### src/rtl/skey_guard.sv
module skey_guard #(
  parameter int ADDR_W      = 16,
  parameter int FRAME_SHIFT = 12
) (
  input  logic              clk,
  input  logic              rst_n,
  input  logic              acc_valid,
  output logic              acc_ready,
  input  logic [ADDR_W-1:0] acc_addr,
  input  logic              acc_write,
  input  logic [3:0]        cur_key,
  input  logic              prob_state,
  input  logic              key_valid,
  output logic              key_ready,
  input  logic              key_set,
  input  logic [ADDR_W-FRAME_SHIFT-1:0] key_frame,
  input  logic [4:0]        key_wdata,
  output logic              key_done,
  output logic [4:0]        key_rdata,
  output logic              priv_chk,
  output logic              mem_req,
  output logic [ADDR_W-1:0] mem_addr,
  output logic              mem_we,
  output logic              prot_chk
);
  localparam int FIDX_W = ADDR_W - FRAME_SHIFT;
  localparam int FRAMES = 1 << FIDX_W;

  logic [4:0] keytab [FRAMES];

  logic [FIDX_W-1:0] acc_frame;
  logic [4:0]        entry;
  logic              match, allow;

  assign key_ready = 1'b1;
  assign acc_ready = !key_valid;

  assign acc_frame = acc_addr[ADDR_W-1:FRAME_SHIFT];
  assign entry     = keytab[acc_frame];
  assign match     = (cur_key == 4'd0) || (cur_key == entry[3:0]);
  assign allow     = acc_write ? match : (match || !entry[4]);

  always_ff @(posedge clk) begin
    if (!rst_n) begin
      for (int i = 0; i < FRAMES; i++) keytab[i] <= '0;
      mem_req   <= 1'b0;
      prot_chk  <= 1'b0;
      mem_addr  <= '0;
      mem_we    <= 1'b0;
      key_done  <= 1'b0;
      priv_chk  <= 1'b0;
      key_rdata <= '0;
    end else begin
      mem_req  <= 1'b0;
      prot_chk <= 1'b0;
      key_done <= 1'b0;
      priv_chk <= 1'b0;
      if (key_valid) begin
        key_done <= 1'b1;
        if (prob_state) begin
          priv_chk  <= 1'b1;
          key_rdata <= '0;
        end else if (key_set) begin
          keytab[key_frame] <= key_wdata;
          key_rdata <= '0;
        end else begin
          key_rdata <= keytab[key_frame];
        end
      end else if (acc_valid) begin
        mem_req  <= allow;
        prot_chk <= !allow;
        mem_addr <= acc_addr;
        mem_we   <= acc_write;
      end
    end
  end
endmodule

### config.mk
export PLATFORM = sky130hd
export DESIGN_NAME = skey_guard
export DESIGN_NICKNAME = d
export VERILOG_FILES = /design/src/rtl/skey_guard.sv
export SDC_FILE = /design/constraint.sdc
export NUM_CORES = 1
export LEC_CHECK = 0
export BUFFER_PORTS_ARGS = -buffer_cell sky130_fd_sc_hd__buf_4
export CAP_MARGIN = 15
export CORE_AREA = 2 2 98 171
export CTS_CLUSTER_DIAMETER = 120
export CTS_CLUSTER_SIZE = 20
export DETAILED_ROUTE_END_ITERATION = 12
export DIE_AREA = 0 0 100 173
export HOLD_SLACK_MARGIN = 0.12
export PLACE_DENSITY = 0.56
export SKIP_CTS_REPAIR_TIMING = 1
export SLEW_MARGIN = 10
export SYNTH_ARGS = -nofsm -noshare
export SYNTH_HDL_FRONTEND = slang
export SYNTH_SLANG_ARGS = --single-unit
### constraint.sdc
create_clock -name clk -period 1.9 [get_ports clk]
set_input_delay 0.19 -clock clk [delete_from_list [all_inputs] [get_ports clk]]
set_output_delay 0.19 -clock clk [all_outputs]
set_load 0.02 [all_outputs]
## Word-level counts from Yosys, hierarchy flattened

Memory sizes are Yosys's and may differ from the RTL's.
Index checks and enable logic that the tools add are counted.

- Mux-type cells: 14
- Reduce and logical (&&, ||, !) cells: 10
- Eq/ne operators: 1
- Bitwise gates (word level): 3

Operators by type and width:

| operator | number |
|---|---|
| 2-to-1 mux 5 bit | 3 |
| 2-to-1 mux 1 bit | 10 |
| OR reduction 5 bit | 1 |
| == test 4 bit | 1 |
| logical NOT 4 bit | 1 |
| 2-to-1 mux 4 bit | 1 |
| AND reduction 2 bit | 2 |
| logical NOT 1 bit | 3 |
| NOT 1 bit | 3 |
| OR reduction 3 bit | 1 |
| logical OR 1 bit | 2 |

- Input port bits: 36
- Word-level logic and storage cells: 36
- Memory bits (writable): 80
- Output and inout bits: 28
- Flip-flop bits (word level): 26
- Memories: 1

Memories:

| memory | words | width | rd ports | clocked after Yosys merged registers in | wr ports | line | text |
|---|---|---|---|---|---|---|---|
| keytab | 16 | 5 | 2 | 0 | 16 | 29 | `logic [4:0] keytab [FRAMES];` |

## Logic depth before layout (Yosys ltp)

- Depth in word-level cells: 7
- Mapped depth: 8
- Gate-level depth less buffers: 6

## Worst setup path before layout

Ideal clock, no wire load.

- Path type: input -> register
- Start: input key_frame[1]
- End: register key_rdata[2]
- Setup slack: -0.001 ns
- Required time: 1.785 ns
- Arrival: 1.786 ns
- Setup time: 0.115 ns
- Stages on the path: 7
- Path buffers: 2
- Cells stage by stage: clkbuf_1 clkbuf_1 mux4_2 mux4_2 inv_1 o2bb2ai_1 and2_1

- Cells in the longest elaborated chain, start to end: 3

RTL lines:

| item | line | text |
|---|---|---|
| start, declared | 16 | `input logic [ADDR_W-FRAME_SHIFT-1:0] key_frame,` |
| memory (16 x 5 bit) | -- |  |
| 2-to-1 mux 5 bit | 63 | `end else if (key_set) begin` |
| 2-to-1 mux 5 bit | 60 | `if (prob_state) begin` |
| end signal, assigned | 67 | `key_rdata <= keytab[key_frame];` |
| end, declared | 19 | `output logic [4:0] key_rdata,` |

No other way between the ends.
A chain may end at the register's enable or synchronous reset.

==> results.ini <==
[yosys]
synth_common_cells=and2_1, edfxtp_1, mux4_2
syn_avg_cell_area_um2=13.1
synth_ff_type=edfxtp_1
syn_nets=456
netlist_area_um2=5500
ys_types=35
yosysMostFrequentCell=and2_1
postSynthCellCount=420
synthTopCellsByArea=edfxtp_1, mux4_2, and2_1, dfxtp_1, mux2i_1
synth_top_cell_area_share=0.437
synth-warning-count=0
ys_seq_area_frac=0.532
yosysTopAreaCell=edfxtp_1
synthArstFlopShare=0
synth-seq-cells=106
synth_edf_count=80

[routing]
drc=0
via_per_inst=5.25
num_vias=3694
wl_um=15500
ant_nets=0
drt-pass1-iter-count=4
drt_iter0_markers=214
drt-wirelength-per-cell_um=22.1

[clock_network]
cts.sinks=106
clockBufferDepth=2
cts_root_buffer=clkbuf_16
clk_pin_slew_ns=0.07
numCtsBuffers=9
h-tree-depth=3
cts_tree=yes
insertion_delay_ns=0.36

[pwr]
clockPowerShare=0.349
sw_frac_of_total=0.259
p_sw_mw=1.36
power.density_nw_per_um2=779
internal_power_mw=3.88
leakagePower_nw=2.54
combinationalPowerShare=0.138
peakVddDrop_mv=0.359
sequentialPowerShare=0.514

[critical_path]
path_max_fanout=2
crit_type=flip-flop to flip-flop
critPathArrivalTime_ns=2.16
r2r-start=keytab[0][2]
worstPathRequired_ns=2.15
critPathLaunch=keytab[0][2]
critPathLaunchType=flip-flop
endpoint_kind=flip-flop

[floorplanning]
fp.dieW_um=100
core-area_um2=15900
num_rows=61
die_height_um=173
start_util=0.346
die_area_um2=17300
ios=64

[sta]
max_slew.worst_pin.slew_ns=0.613
finalClockSkew_ns=0.00851
fin_ws_ns=-0.00747
slew_headroom=0.590
fmax_ghz=0.524
min_period_over_period=1.00
rsz0062_at_grt=yes
setup_violations=2
drv_slew=0
final_hold_viol_count=0
fin_crit_ns=1.91

[placed_design]
place_area_um2=6340
dp_hpwl_um=11900
gp_congestion=0.831
portBuffers=62
place_ws_ns=-0.212

[layout]
area.growth.synth_to_final_pct=22.2
drive_gt1_frac=0.323
antennaDiodeCount=0
design_area_um2=6720
final_nets=545

[grt]
grt_max_degree=42
grt_pass1_wl_um=23000
grt_pass1_vias=3806
overflow=0
grt_util_all_layers=0.183
antenna_found_initial=0

[run_status]
violations=setup timing
status=finished with violations

[job]
cap_violations=0

[hold_path]
holdCritStartpoint=acc_addr[1]
hold_class=input port to flip-flop

==> cells in the final DEF, fill, tap and decap left out, types with 6 or more instances in the layout <==
| cell | n |
|---|---|
| dfxtp_1 | 26 |
| edfxtp_1 | 80 |
| a21boi_0 | 17 |
| inv_1 | 6 |
| o21ai_0 | 12 |
| nand2b_1 | 7 |
| dlygate4sd3_1 | 7 |
| xnor2_1 | 6 |
| nor2_1 | 14 |
| buf_4 | 100 |
| mux2i_1 | 22 |
| mux4_2 | 41 |
| nand2_1 | 40 |
| and2_1 | 86 |
| nor3_1 | 6 |
| clkbuf_16 | 9 |
==> logic make-up after synthesis <==
| family | Yosys count | synth area share |
|---|---|---|
| DFF | 106 | 0.532 |
| and+or+nand+nor | 169 | 0.168 |
| muxes | 63 | 0.208 |
| other | 1 | 0.000682 |
| buffers and inverters | 37 | 0.0321 |
| AOI/OAI and AO/OA | 38 | 0.0503 |
| xor gates and xnor gates | 6 | 0.00956 |
==> final timing paths <==
check                      end  slack [ns]  cells after the start
setup / recovery  key_rdata[2]      -0.007                      6
hold / removal     mem_addr[1]        0.09                      3
setup reg to reg  key_rdata[2]      -0.007                      6
hold reg to reg    mem_addr[2]        0.47                      2
==> registers in the layout, summed over array words and instances, names as in the netlist <==
name	count
mem_we	1
key_rdata	5
priv_chk	1
prot_chk	1
mem_addr	16
keytab	80
key_done	1
mem_req	1
==> final cells by class <==
class                           instances  area (um2)
Inverter                                8        30.0
Clock inverter                          7        61.3
Tap cell                              189         236
Clock buffer                            9         225
Timing Repair Buffer                  107         821
Sequential cell                       106        2920
Fill cell                            1510        9150
Multi-Input combinational cell        277        2420
==> worst max-delay path: stages, from the launching register on <==
cell and delay [ns]:
edfxtp_1 0.45, buf_4 0.16, mux4_2 0.44, mux4_2 0.49, inv_2 0.07, o2bb2ai_2 0.04, and2_1 0.15
==> power groups by stage <==
stage                     clock network [mW]  registers (mW)  logic, mW
final                                   1.82            2.69      0.721
after global routing                    1.93            2.70      0.772
after CTS                               1.86            2.69      0.707
after detailed placement                   0            2.74      0.704
after global placement                     0            2.75      0.692
after floorplan                            0            2.72      0.416
==> layer usage <==
| metal | global-route usage | share of wire | wire (um) |
|---|---|---|---|
| met2 | 0.348 | 0.56 | 8700 |
| met3 | 0.0327 | 0.041 | 630 |
| met1 | 0.188 | 0.35 | 5500 |
| met4 | 0.0879 | 0.046 | 715 |
| met5 | 0 | 0 | 0 |
==> stage by stage <==
stage	power (mW)	utilization	hold WS [ns]	setup TNS, ns	instances
CTS	5.26	0.417	0.0679	-0.246	696
global route	5.40	0.423	0.120	-0.136	703
detailed placement	3.45	0.399	0.435	-1.25	680
finish	5.24	0.423	0.0850	-0.0103	703
global placement	3.44	0.399	0.432	-1.16	680
floorplan	3.13	-	0.312	0	420
Power figures use the tool's default switching activity.
